File: config.mk
export PLATFORM = sky130hd
export DESIGN_NAME = rxdet_handshake_seq
export DESIGN_NICKNAME = d
export VERILOG_FILES = /design/src/rtl/rxdet_pkg.sv /design/src/rtl/rxdet_pwr_decode.sv /design/src/rtl/rxdet_result_reg.sv /design/src/rtl/rxdet_release_timer.sv /design/src/rtl/rxdet_handshake_seq.sv
export SDC_FILE = /design/constraint.sdc
export NUM_CORES = 1
export LEC_CHECK = 0
export BUFFER_PORTS_ARGS = -buffer_cell sky130_fd_sc_hd__buf_2
export CAP_MARGIN = 20
export CORE_AREA = 2 2 39 41
export DETAILED_ROUTE_END_ITERATION = 8
export DIE_AREA = 0 0 41 43
export PLACE_DENSITY_LB_ADDON = 0.05
export SYNTH_ARGS = -nofsm -noshare
export SYNTH_HDL_FRONTEND = slang
export SYNTH_SLANG_ARGS = --single-unit
export TNS_END_PERCENT = 20
File: constraint.sdc
create_clock -name clk -period 1.4 [get_ports clk]
set_input_delay 0.28 -clock clk [delete_from_list [all_inputs] [get_ports clk]]
set_output_delay 0.28 -clock clk [all_outputs]
set_load 0.05 [all_outputs]
File: src/rtl/rxdet_pkg.sv
package rxdet_pkg;

    typedef enum logic [2:0] {
        ST_IDLE,
        ST_MEASURE,
        ST_REPORT,
        ST_HOLD,
        ST_RELEASE
    } seq_state_t;

    localparam logic [2:0] RXST_NONE  = 3'b000;
    localparam logic [2:0] RXST_FOUND = 3'b011;

    localparam logic [1:0] PD_P0   = 2'b00;
    localparam logic [1:0] PD_P0S  = 2'b01;
    localparam logic [1:0] PD_P1   = 2'b10;
    localparam logic [1:0] PD_RSVD = 2'b11;

endpackage

File: src/rtl/rxdet_pwr_decode.sv
module rxdet_pwr_decode
    import rxdet_pkg::*;
(
    input  logic [1:0] pwr_state,
    output logic       in_p1
);
    // The reserved code falls back to the P1 behaviour.
    always_comb begin
        unique case (pwr_state)
            PD_P0:   in_p1 = 1'b0;
            PD_P0S:  in_p1 = 1'b0;
            PD_P1:   in_p1 = 1'b1;
            PD_RSVD: in_p1 = 1'b1;
            default: in_p1 = 1'b0;
        endcase
    end
endmodule

File: src/rtl/rxdet_result_reg.sv
module rxdet_result_reg (
    input  logic clk,
    input  logic rst_n,
    input  logic capture,
    input  logic clear,
    input  logic present_in,
    output logic present_q
);
    always_ff @(posedge clk) begin
        if (!rst_n) begin
            present_q <= 1'b0;
        end else if (clear) begin
            present_q <= 1'b0;
        end else if (capture) begin
            present_q <= present_in;
        end
    end

    // Result is frozen except at capture or clear
    AST_RESULT_FROZEN: assert property (@(posedge clk) disable iff (!rst_n)
        (!capture && !clear) |=> $stable(present_q));
endmodule

File: src/rtl/rxdet_release_timer.sv
module rxdet_release_timer #(
    parameter int RELEASE_DLY = 2
) (
    input  logic clk,
    input  logic rst_n,
    input  logic load,
    input  logic run,
    output logic expired
);
    localparam int CNT_W = (RELEASE_DLY > 1) ? $clog2(RELEASE_DLY) : 1;
    localparam logic [CNT_W-1:0] LAST = CNT_W'(RELEASE_DLY - 1);

    logic [CNT_W-1:0] cnt_q;

    assign expired = (cnt_q == LAST);

    always_ff @(posedge clk) begin
        if (!rst_n) begin
            cnt_q <= '0;
        end else if (load) begin
            cnt_q <= '0;
        end else if (run && !expired) begin
            cnt_q <= cnt_q + 1'b1;
        end
    end

    AST_CNT_RANGE: assert property (@(posedge clk) disable iff (!rst_n)
        cnt_q <= LAST);

    initial begin
        if (RELEASE_DLY < 1) $error("RELEASE_DLY must be at least 1");
    end
endmodule

File: src/rtl/rxdet_handshake_seq.sv
module rxdet_handshake_seq
    import rxdet_pkg::*;
#(
    parameter int RELEASE_DLY = 2
) (
    input  logic       clk,
    input  logic       rst_n,
    input  logic [1:0] pwr_state,
    input  logic       det_req,
    input  logic       meas_done,
    input  logic       meas_present,
    output logic       meas_busy,
    output logic [2:0] rx_status,
    output logic       phy_status
);
    seq_state_t state_q, state_d;
    logic       in_p1;
    logic       present_q;
    logic       rel_expired;
    logic       res_capture;
    logic       res_clear;
    logic       rel_load;
    logic       rel_run;

    rxdet_pwr_decode u_pwr (
        .pwr_state (pwr_state),
        .in_p1     (in_p1)
    );

    assign res_capture = (state_q == ST_MEASURE) && det_req && meas_done;
    assign res_clear   = (state_q == ST_IDLE);

    rxdet_result_reg u_result (
        .clk        (clk),
        .rst_n      (rst_n),
        .capture    (res_capture),
        .clear      (res_clear),
        .present_in (meas_present),
        .present_q  (present_q)
    );

    assign rel_load = (state_q == ST_HOLD) && !det_req;
    assign rel_run  = (state_q == ST_RELEASE);

    rxdet_release_timer #(.RELEASE_DLY(RELEASE_DLY)) u_timer (
        .clk     (clk),
        .rst_n   (rst_n),
        .load    (rel_load),
        .run     (rel_run),
        .expired (rel_expired)
    );

    // State register
    always_ff @(posedge clk) begin
        if (!rst_n) state_q <= ST_IDLE;
        else        state_q <= state_d;
    end

    // Next-state logic
    always_comb begin
        state_d = state_q;
        unique case (state_q)
            ST_IDLE:    if (det_req && in_p1) state_d = ST_MEASURE;
            ST_MEASURE: begin
                if (!det_req)       state_d = ST_IDLE;
                else if (meas_done) state_d = ST_REPORT;
            end
            ST_REPORT:  state_d = ST_HOLD;
            ST_HOLD:    if (!det_req) state_d = ST_RELEASE;
            ST_RELEASE: if (rel_expired) state_d = ST_IDLE;
            default:    state_d = ST_IDLE;
        endcase
    end

    // Outputs
    always_comb begin
        meas_busy  = 1'b0;
        phy_status = 1'b0;
        rx_status  = RXST_NONE;
        unique case (state_q)
            ST_IDLE:    ;
            ST_MEASURE: meas_busy = 1'b1;
            ST_REPORT:  rx_status = present_q ? RXST_FOUND : RXST_NONE;
            ST_HOLD: begin
                phy_status = 1'b1;
                rx_status  = present_q ? RXST_FOUND : RXST_NONE;
            end
            ST_RELEASE: begin
                phy_status = 1'b1;
                rx_status  = present_q ? RXST_FOUND : RXST_NONE;
            end
            default: ;
        endcase
    end

    AST_NO_START_OUTSIDE_P1: assert property (@(posedge clk) disable iff (!rst_n)
        (state_q == ST_IDLE && !in_p1) |=> !meas_busy);
    AST_BUSY_PHY_EXCL: assert property (@(posedge clk) disable iff (!rst_n)
        !(meas_busy && phy_status));
    AST_STATUS_CODE: assert property (@(posedge clk) disable iff (!rst_n)
        (rx_status == RXST_NONE) || (rx_status == RXST_FOUND));
    AST_STATUS_BEFORE_PHY: assert property (@(posedge clk) disable iff (!rst_n)
        $rose(phy_status) |-> $stable(rx_status));
    AST_PHY_HELD: assert property (@(posedge clk) disable iff (!rst_n)
        (state_q == ST_HOLD && det_req) |=> phy_status);
    AST_STATUS_STABLE: assert property (@(posedge clk) disable iff (!rst_n)
        (phy_status && $past(phy_status)) |-> $stable(rx_status));
    AST_STATUS_CLEARED: assert property (@(posedge clk) disable iff (!rst_n)
        $fell(phy_status) |-> (rx_status == RXST_NONE));
    AST_ABORT_QUIET: assert property (@(posedge clk) disable iff (!rst_n)
        (state_q == ST_MEASURE && !det_req) |=> !phy_status && !meas_busy);
endmodule

# [Word-level counts from Yosys, hierarchy flattened]
# Index checks and enable logic that the tools add are counted.
[totals] regBits=5 word_cells=43 inputBits=7 romBits=0 mem_bits_rw=0 mem_count=0 latch_bits=0 output_inout_bits=5
[classes] n_addsub=1 mux=11 n_reduce_logical=16 n_lt_le_gt_ge=0 div_mod_pow=0 eq_ne=11 n_mul=0 n_shift=0 n_bitwise=1
[ops] cell="two-way mux 3 bit" count=5
[ops] cell="one-hot mux 3 bit (5 select lines)" count=1
[ops] cell="OR reduction 2 bit" count=5
[ops] cell="== test 3 x 2 -> 1 bit, second input constant" count=2
[ops] cell="logical AND 1 bit" count=5
[ops] cell="== test 2 bit, second input constant" count=2
[ops] cell="two-way mux 2 bit" count=2
[ops] cell="!= test 2 bit, second input constant" count=2
[ops] cell="AND reduction 4 bit" count=1
[ops] cell="== test 3 x 1 -> 1 bit, second input constant" count=1
[ops] cell="== test 3 bit, second input constant" count=1
[ops] cell="zero test 3 bit" count=1
[ops] cell="!= test 3 bit, second input constant" count=1
[ops] cell="OR reduction 3 bit" count=1
[ops] cell="== test 2 x 1 -> 1 bit, second input constant" count=1
[ops] cell="zero test 1 bit" count=2
[ops] cell="zero test 2 bit" count=1
[ops] cell="two-way mux 1 bit" count=2
[ops] cell="!= test 2 x 1 -> 1 bit, second input constant" count=1
[ops] cell="one-hot mux 1 bit (2 select lines)" count=1
[ops] cell="adder 1 bit, second input constant" count=1
[ops] cell="inverter 1 bit" count=1

# [Logic depth before layout (Yosys ltp)]
# Gate-level depths: netlist of run 1.
[logic_depth] word_depth=6 ltp_mapped=5 mapped_depth_nobuf=3

# [By module]
# A second synthesis of run 1 with hierarchy kept.
[unflattened] cells_unflattened=32 area_unflattened_um2=276.5
[by_module_without_submodules] mod="rxdet_handshake_seq" area_each_um2=193.9 cells_each=25 seq_area_each_um2=60.1 instances=1
[by_module_without_submodules] mod="rxdet_result_reg" area_each_um2=42.5 cells_each=3 seq_area_each_um2=20.0 instances=1
[by_module_without_submodules] mod="rxdet_release_timer" area_each_um2=36.3 cells_each=3 seq_area_each_um2=20.0 instances=1
[by_module_without_submodules] mod="rxdet_pwr_decode" area_each_um2=3.8 cells_each=1 seq_area_each_um2=0.0 instances=1

# [Worst setup path after synthesis of run 1]
# OpenSTA, ideal clock, no wires.
[synth_timing] path_type="flip-flop to output port" startpoint="register state_q[2]" endpoint="output rx_status[1]" n_path_buf=2 path_stages_with_launch=5 required_time_ns=1.120 t_arrival_ns=1.738 setup_slack_ns=-0.618 cell_sequence="dfxtp_1 -> buf_2 -> nand2b_1 -> a21boi_1 -> buf_4"
[synth_via] elab_chain_cells=3 elab_cells_between_ends=5 cone_classes="eq/ne: 3; mux: 1; reduce/logical: 1"
[synth_lines] element="from (decl)" line_no="rxdet_handshake_seq.sv:16" text="seq_state_t state_q, state_d;"
[synth_lines] element="from (signal assigned)" line_no="rxdet_handshake_seq.sv:56" text="else state_q <= state_d;"
[synth_lines] element="== test 3 x 2 -> 1 bit / == test 3 bit (equally long branches)" line_no="rxdet_handshake_seq.sv:80" text="unique case (state_q)"
[synth_lines] element="OR reduction 3 bit (no source line) *"
[synth_lines] element="two-way mux 2 bit *"
[synth_lines] element="to (decl)" line_no="rxdet_handshake_seq.sv:13" text="output logic [2:0] rx_status,"
# Mark *: on every way between the ends. The rest lies on a longest branch, timed or not.

# [Worst setup path in the final report of run 1]
[layout_timing] startpoint="register state_q[1]" endpoint="output rx_status[0]"
# Same word-level chain as after synthesis.

==> impl_metrics.yaml, run 1 <==
run_status:
  run_status: "finished with violations"
  violated_checks: "setup timing"
global_route:
  grt_pass1_vias: 261
  grtUsageTotal_pct: 9.466
  grt_max_degree: 8
  global_route_wire_length_before_repair_um: 1041
  globalRoute.busiestLayer: "met1"
  grtUsageMet1_pct: 11.69
  grt_overflow: 0
  groute.layer.met2.usage_pct: 11.56
  grt_antenna_before_repair: 0
  grt.met3_usage_pct: 3.141
synth:
  number_of_enable_flip_flop_cells_after_synthesis: 0
  synth-simple-area-share_pct: 21.37
  synthCells: 37
  post-synth-top-area-fraction_pct: 32.26
  ys_warn_count: 0
  synthMostInstantiatedCell: "dfxtp_1"
  postSynthNetCount: 44
  total_standard_cell_area_after_synthesis_um2: 310.3
  synth_seq_cells: 5
  synth-xor-area-share_pct: 0
  synth_cell_type_count: 23
  yosys-top-cells-area: "dfxtp_1 (32%), buf_4 (7.3%), o311ai_1 (5.6%), a21boi_1 (4.8%), buf_6 (3.6%)"
  synthAdderAreaFrac_pct: 0
  synth-seq-area-share_pct: 32.26
  synth_top_family_by_area: "compound AO/OA/AOI/OAI gates"
  syn_avg_cell_area_um2: 8.386
  post-synth-top-area-cell: "dfxtp_1"
  synth-compound-area-share_pct: 25.81
  dominantRegCellSynth: "dfxtp_1"
  netlist_top_cells_count: "dfxtp_1 (5), buf_4 (3), inv_1 (3)"
  synthArstFlopShare_pct: 0
  synth.mux.area_fraction_pct: 3.226
cells_and_area:
  layout.cell_area.non_filler_um2: 440.4
  layout-area-overhead-vs-synth_pct: 41.94
  layoutNonFillerInstCount: 65
  postLayoutCoreUtil_pct: 31.83
  final_net_count: 57
  layout-drive-gt1-share_pct: 48.98
  n_antenna_cell: 0
drt:
  detail_route.vias_per_cell: 4.677
  drtPass1Iterations: 4
  wl_per_cell_um: 11.48
  ant_nets: 0
  drc: 0
  drt_first_iter_violations: 11
  detailroute.via_count: 304
  wirelength_um: 746
clock_network:
  worst_setup_hold_path_clk_slew_ps: 40
  max-clock-path-buffers: 2
  worst_skew_pair_later_pin_latency_ps: 240
  cts_num_sinks: 5
  htreeDepth: 1
  cts_root_buf: "clkbuf_4"
  cts_hold_buf: 0
  clock_tree_from_tritoncts: "yes"
  tritoncts.num_buffers: 3
sta:
  setup_viol: 2
  maxSlewViolCount: 0
  min_clock_period_post_route_ps: 1423
  finalCritPeriodShare_pct: 101.6
  worst_clock_skew_ps: 2.109
  worst_case_setup_margin_in_the_final_layout_ps: -22.51
  timing.final.hold_violations: 0
  setup_repair_after_global_routing_missed_its_margin: "true"
  max_clock_freq_mhz: 703.0
hold_path:
  hold_path_class: "in2reg"
critical_path:
  path_class: "reg2out"
  critPathLaunchType: "register"
  cp-end-kind: "output pin"
  crit_required_ps: 1120
  cp_max_fo: 4
  worstPathArrival_ps: 1140
floorplan:
  die_x_um: 41
  initial_cell_density_of_the_core_pct: 22.42
  core_mm2: 0.001384
  die_y_um: 43
  dieArea_mm2: 0.001763
  ios: 12
  cell_rows: 14
power:
  pwr-share-seq_pct: 38.8
  power_leakage_uw: 0.0001949
  net_switching_power_of_the_design_uw: 108.2
  logic_pwr_share_pct: 17.1
  switching_share_pct: 28.02
  clkPwrFrac_pct: 44.1
  p_int_uw: 278.0
  power.density_mw_per_mm2: 877.0
  peakVddDrop_uv: 319.8
flow_run:
  maxCapViolCount: 0
place:
  finalWeightedCongestion: 0.6616
  place_worst_setup_slack_ps: 89.48
  placed_cell_area_um2: 367.9
  detailed_place_hpwl_um: 548.9
  placed_cells: 60
  placement.io_buffers: 9
-- flip-flops by register name, summed over array words and instances (netlist names) --
register / cells
u_timer.expired: 1
state_q: 3
u_result.present_q: 1
-- final cells by class --
type                       instances  area (um^2)
timing repair buffer              13        93.84
multi-input combinational         24        183.9
tap                               16        20.02
fill                             152        943.4
sequential                         5        105.1
clock buffer                       4        26.28
inverter                           3        11.26
-- stage by stage --
stage | setup TNS, ps | power [uW] | hold slack (ps)
3_3_place_gp | 0 | 210.5 | 473.3
6_report | -44.62 | 386.3 | 309.2
3_5_place_dp | 0 | 210.6 | 475.9
4_1_cts | -120.2 | 392.7 | 303.5
5_1_grt | -178.9 | 407.4 | 315.4
2_1_floorplan | -562.0 | 195.1 | 397.8
-- critical path, stage by stage, from the launching register on --
cell,delay [ps]
dfxtp_4,360
nor2_4,100
nand2_2,70
a21boi_2,180
buf_6,180
-- power by group through the flow --
stage / Clock [uW] / Combinational (uW) / Sequential [uW]
2_1_floorplan: 0 / 45.7 / 149
3_3_place_gp: 0 / 58.6 / 152
3_5_place_dp: 0 / 58.5 / 152
4_1_cts: 180 / 63.0 / 150
5_1_grt: 187 / 70.6 / 150
6_report: 170 / 65.9 / 150
-- worst paths after layout --
check                           from                 end  slack [ps]  cells after the start
setup / recovery          state_q[1]        rx_status[0]         -20                      4
hold / removal          meas_present  u_result.present_q         310                      3
setup reg to reg          state_q[0]     u_timer.expired         320                      4
hold reg to reg   u_result.present_q  u_result.present_q         480                      2
-- cells by family (layout without fill, tap and decap cells) --
| logic type | after synthesis | in the layout |
|---|---|---|
| buffers and inverters | 8 | 20 |
| and+or+nand+nor | 11 | 11 |
| other | 1 | 1 |
| muxes | 1 | 1 |
| DFF | 5 | 5 |
| AOI/OAI and AO/OA | 11 | 11 |
-- layer usage --
layer	wire length, um	part of all wire [%]	vias to the layer above
li1	-	-	151
met1	332	45	141
met2	356	48	10
met3	51	6.8	2
met4	5	0.67	0
met5	0	0	-
-- cell usage in the layout (no fill, tap or decap), drive strengths merged --
| cell | count |
|---|---|
| buf | 13 |
| dfxtp | 5 |
| clkbuf | 4 |
| inv | 3 |
| nor3 | 3 |
| a21oi | 2 |
| o311ai | 2 |
| nor2 | 2 |
| nand2 | 2 |
| o21ai | 2 |
| a21boi | 2 |
| nand2b | 1 |
| a211o | 1 |
| and2b | 1 |
| o221a | 1 |
| nor4b | 1 |
| o21a | 1 |
| nand4 | 1 |
| mux2i | 1 |
| conb | 1 |
-- timing repair --
| action | in CTS | in global routing |
|---|---|---|
| pin swaps | 2 | 1 |
| setup buffers | 1 | 0 |
| resized for setup | 7 | 5 |
| hold endpoints to repair | 0 | 0 |
| endpoints found under the setup margin | 3 | 3 |
Power figures use the tool's default switching activity.
==> inputs of run 2 (changes only) <==
REMOVE_ABC_BUFFERS = 1   (was not set)
==> run 2 against run 1 <==
  * The flow still finishes with violations (setup timing)
  * Combinational power increased by 10%
  * Global-route usage increased by 2.0 points
  * Via count increased by 3.9%
  * Sequential cell count unchanged
  * Non-clock buffer count increased by 2
  * Final area increased by 5.4%
  * Total power increased by 1.4%
  * Largest power group unchanged
==> impl_metrics.yaml, run 2 (same netlist as run 1, synthesis figures left out) <==
run_status:
  run_status: "finished with violations"
  violated_checks: "setup timing"
sta:
  worst_case_setup_margin_in_the_final_layout_ps: -33.26
  min_clock_period_post_route_ps: 1433
  setup_repair_after_global_routing_missed_its_margin: "true"
  tns_ps: -66.47
  finalCritPeriodShare_pct: 102.4
  max_clock_freq_mhz: 697.7
  maxSlewViolCount: 0
  worst_clock_skew_ps: 0.3232
  setup_viol: 2
  timing.final.hold_violations: 0
global_route:
  grtUsageTotal_pct: 11.42
  grt_max_degree: 7
  grt_overflow: 0
  grt_pass1_vias: 300
  global_route_wire_length_before_repair_um: 1255
  grt_antenna_before_repair: 0
power:
  clkPwrFrac_pct: 43.1
  power.density_mw_per_mm2: 843.9
  net_switching_power_of_the_design_uw: 108.5
  switching_share_pct: 27.70
  logic_pwr_share_pct: 18.6
  power_leakage_uw: 0.0002064
  peakVddDrop_uv: 327.5
  fin_total_pwr_uw: 391.8
  p_int_uw: 283.3
  pwr-share-seq_pct: 38.3
flow_run:
  maxCapViolCount: 0
cells_and_area:
  layout-area-overhead-vs-synth_pct: 49.60
  most-common-layout-cells: "buf_4 (6), buf_2 (5), buf_6 (4)"
  layout_commonest_cell: "buf_4"
  largest_register_ffs: 3
  final_net_count: 59
  layout-drive-gt1-share_pct: 50.98
  regMostFlops: "state_q"
  n_antenna_cell: 0
floorplan:
  ios: 12
  dieArea_mm2: 0.001763
  die_x_um: 41
  die_y_um: 43
  initial_cell_density_of_the_core_pct: 22.42
  cell_rows: 14
  core_mm2: 0.001384
clock_network:
  worst_skew_pair_later_pin_latency_ps: 240
  htreeDepth: 1
  cts_root_buf: "clkbuf_4"
  clock_tree_from_tritoncts: "yes"
  max-clock-path-buffers: 2
  cts_num_sinks: 5
  cts_hold_buf: 0
  worst_setup_hold_path_clk_slew_ps: 50
  tritoncts.num_buffers: 3
drt:
  wirelength_um: 814
  ant_nets: 0
  drt_first_iter_violations: 4
  drtPass1Iterations: 2
  wl_per_cell_um: 12.15
  detail_route.vias_per_cell: 4.716
  detailroute.via_count: 316
  drc: 0
critical_path:
  critPathLaunchType: "register"
  crit_required_ps: 1120
  path_class: "reg2out"
  cp_max_fo: 4
  worstPathArrival_ps: 1150
  cp-end-kind: "output pin"
place:
  detailed_place_hpwl_um: 608.1
  finalWeightedCongestion: 0.6621
  placement.io_buffers: 9
hold_path:
  hold_path_class: "in2reg"
[run 2: changes by cell type in the layout (fill, tap and decap cells not counted)]
cell     delta
dfxtp_2     -1
buf_4       +2
buf_6       +1
buf_2       -1
dfxtp_4     +1
[run 2: final cells by class]
class,count,area (um^2)
Clock buffer,4,26.28
Fill cell,154,919.6
Inverter,3,11.26
Multi-Input combinational cell,24,183.9
Sequential cell,5,107.6
Tap cell,16,20.02
Timing Repair Buffer,15,115.1
[run 2: worst paths after layout]
| check | from | end | slack (ps) | cells past startpoint |
|---|---|---|---|---|
| setup / recovery | state_q[1] | rx_status[0] | -30 | 4 |
| hold reg to reg | u_result.present_q | u_result.present_q | 490 | 2 |
| setup reg to reg | state_q[1] | state_q[1] | 200 | 5 |
| hold / removal | meas_present | u_result.present_q | 310 | 3 |
[run 2: repair_timing]
action,4_1_cts,5_1_grt
buffers inserted,1,1
resized for setup,12,6
endpoints found under the setup margin,4,4
pin swaps,2,2
[run 2: critical path, cell delays in order (launching register included)]
cell and delay [ps]:
dfxtp_4 360, nor2_4 120, nand2_2 70, a21boi_2 180
buf_6 180
[run 2: stage by stage]
| stage | hold WS [ps] | setup WS (ps) | utilization [%] | instances | cell area, um^2 |
|---|---|---|---|---|---|
| after global routing | 307.9 | -85.66 | 33.54 | 67 | 464.2 |
| after global placement | 474.0 | 101.5 | 26.49 | 61 | 366.6 |
| final | 311.3 | -33.26 | 33.54 | 67 | 464.2 |
| after detailed placement | 487.9 | 91.36 | 26.49 | 61 | 366.6 |
| after CTS | 304.8 | -46.32 | 31.37 | 66 | 434.2 |
| after floorplan | 397.8 | -909.3 | - | 32 | 271.5 |
[run 2: per-layer routing]
metal | up-vias | GRT usage (%) | wire length (um) | share of wire, %
met3 | 2 | 4.712 | 39 | 4.8
met5 | - | 0 | 0 | 0
met2 | 9 | 17.19 | 411 | 50
li1 | 157 | - | - | -
met4 | 0 | 8.000 | 6 | 0.74
met1 | 148 | 12.14 | 356 | 44
[run 2: power by group through the flow]
| stage | logic (uW) | clock network, uW | registers (uW) |
|---|---|---|---|
| after global routing | 79.2 | 190 | 150 |
| after detailed placement | 58.3 | 0 | 153 |
| after global placement | 57.4 | 0 | 153 |
| after CTS | 66.2 | 178 | 151 |
| final | 72.8 | 169 | 150 |
| after floorplan | 32.7 | 0 | 154 |
==> inputs of run 3 (changes only) <==
CELL_PAD_IN_SITES_DETAIL_PLACEMENT = 0   (was not set)
CELL_PAD_IN_SITES_GLOBAL_PLACEMENT = 1   (was not set)
==> run 3 against run 2 <==
  * The flow still finishes with violations (setup timing)
  * Clock power fell by 5%
  * Global-route usage fell by 0.98 points
  * Register-to-register slack barely moved
  * Critical path depth did not move
  * Largest cell class unchanged
  * Highest routed layer unchanged
==> impl_metrics.yaml, run 3 (same netlist as run 1, synthesis figures left out) <==
run_status:
  run_status: "finished with violations"
  violated_checks: "setup timing"
critical_path:
  worst-r2r-cell-count: 5
  critPathLaunchType: "register"
  worst-path-buf-inv: 1
  timing.critical_path.max_delay_family: "flip-flops"
  worst-path-stages: 4
  cp_max_fo: 3
  cpMaxStageDelayCell: "dfxtp_2"
  cp-end-kind: "output pin"
  worstPathArrival_ps: 1120
  cpPeakStageDelay_ps: 330
  timing.critical_path.cells: "nor2_2, nand2_2, a21boi_4, buf_6"
  path_class: "reg2out"
  crit_required_ps: 1120
sta:
  max_clock_freq_mhz: 714.0
  tns_ps: -0.4978
  finalCritPeriodShare_pct: 100.0
  min_clock_period_post_route_ps: 1400
  timing.final.hold_violations: 0
  maxSlewViolCount: 0
  worst_case_setup_margin_in_the_final_layout_ps: -0.4978
  setup_repair_after_global_routing_missed_its_margin: "true"
  setup_viol: 1
  worst_clock_skew_ps: 1.671
clock_network:
  cts_root_buf: "clkbuf_4"
  clock_tree_from_tritoncts: "yes"
  htreeDepth: 1
  cts_num_sinks: 5
  tritoncts.num_buffers: 3
  max-clock-path-buffers: 2
  worst_setup_hold_path_clk_slew_ps: 40
  worst_skew_pair_later_pin_latency_ps: 230
power:
  pwr-share-seq_pct: 39.6
  power_leakage_uw: 0.0001925
  logic_pwr_share_pct: 18.5
  peakVddDrop_uv: 271.2
  clkPwrFrac_pct: 41.9
  p_int_uw: 282.0
  power.density_mw_per_mm2: 861.6
  fin_total_pwr_uw: 380.5
  net_switching_power_of_the_design_uw: 98.51
  switching_share_pct: 25.89
drt:
  wirelength_um: 772
  drtPass1Iterations: 4
  detail_route.vias_per_cell: 4.848
  drc: 0
  wl_per_cell_um: 11.70
  drt_first_iter_violations: 3
  detailroute.via_count: 320
  ant_nets: 0
floorplan:
  cell_rows: 14
  die_y_um: 43
  die_x_um: 41
  core_mm2: 0.001384
  initial_cell_density_of_the_core_pct: 22.42
  dieArea_mm2: 0.001763
  ios: 12
cells_and_area:
  final_net_count: 58
  largest_register_ffs: 3
  most-common-layout-cells: "buf_4 (7), buf_2 (5), inv_1 (3), clkbuf_4 (3), dfxtp_1 (3)"
  layout_commonest_cell: "buf_4"
  n_antenna_cell: 0
  layout-area-overhead-vs-synth_pct: 42.34
  regMostFlops: "state_q"
  layout-drive-gt1-share_pct: 48.00
  postLayoutCoreUtil_pct: 31.92
global_route:
  global_route_wire_length_before_repair_um: 1221
  grt_pass1_vias: 298
  grt_antenna_before_repair: 0
  grt_max_degree: 8
  grtUsageTotal_pct: 10.44
  grt_overflow: 0
flow_run:
  maxCapViolCount: 0
place:
  detailed_place_hpwl_um: 567.8
  place_worst_setup_slack_ps: 142.5
  placement.io_buffers: 9
  finalWeightedCongestion: 0.6489
hold_path:
  hold_path_class: "in2reg"
  holdPathStages: 3
==> run 3: area by class of cell <==
type,instances,area [um^2]
fill,160,942.2
sequential,5,102.6
tap,16,20.02
timing repair buffer,14,100.1
inverter,3,11.26
multi-input combinational,24,181.4
clock buffer,4,26.28
==> run 3: path summary, 6_finish.rpt <==
check                           from            endpoint  slack (ps)
hold reg to reg   u_result.present_q  u_result.present_q         500
setup reg to reg          state_q[1]          state_q[1]         200
hold / removal          meas_present  u_result.present_q         320
setup / recovery          state_q[0]        rx_status[0]        -0.5
==> run 3: power groups by stage <==
| stage | registers (uW) | logic, uW | clock network [uW] |
|---|---|---|---|
| final | 151 | 70.5 | 160 |
| after global routing | 151 | 76.0 | 175 |
| after CTS | 150 | 67.3 | 166 |
| after detailed placement | 152 | 62.7 | 0 |
| after global placement | 152 | 61.0 | 0 |
| after floorplan | 154 | 32.7 | 0 |
==> run 3: worst reg2reg max path: stages (launching register included) <==
cell and delay, ps:
dfxtp_2 380, nor2_2 60, buf_4 130, buf_4 120, a211o_1 270, nor3_2 160
==> run 3: through the flow <==
| stage | instance area [um^2] | instances | hold slack, ps |
|---|---|---|---|
| 6_report | 441.7 | 66 | 319.4 |
| 5_1_grt | 441.7 | 66 | 322.0 |
| 4_1_cts | 421.7 | 66 | 320.2 |
| 3_5_place_dp | 366.6 | 61 | 501.8 |
| 3_3_place_gp | 366.6 | 61 | 483.4 |
| 2_1_floorplan | 271.5 | 32 | 397.8 |
==> run 3: repair_timing <==
| action | in CTS | in global routing |
|---|---|---|
| resized for setup | 8 | 6 |
| pin swaps | 2 | 1 |
| hold buffers | 0 | 0 |
| endpoints found under the setup margin | 4 | 4 |
| setup buffers | 1 | 0 |
==> run 3: routing by layer <==
metal	routed length (um)	part of all wire, %	vias to the layer above	global-route usage [%]
li1	-	-	155	-
met1	336	44	153	14.79
met2	382	49	10	13.44
met3	47	6.1	2	3.141
met4	5	0.65	0	6.000
met5	0	0	-	0
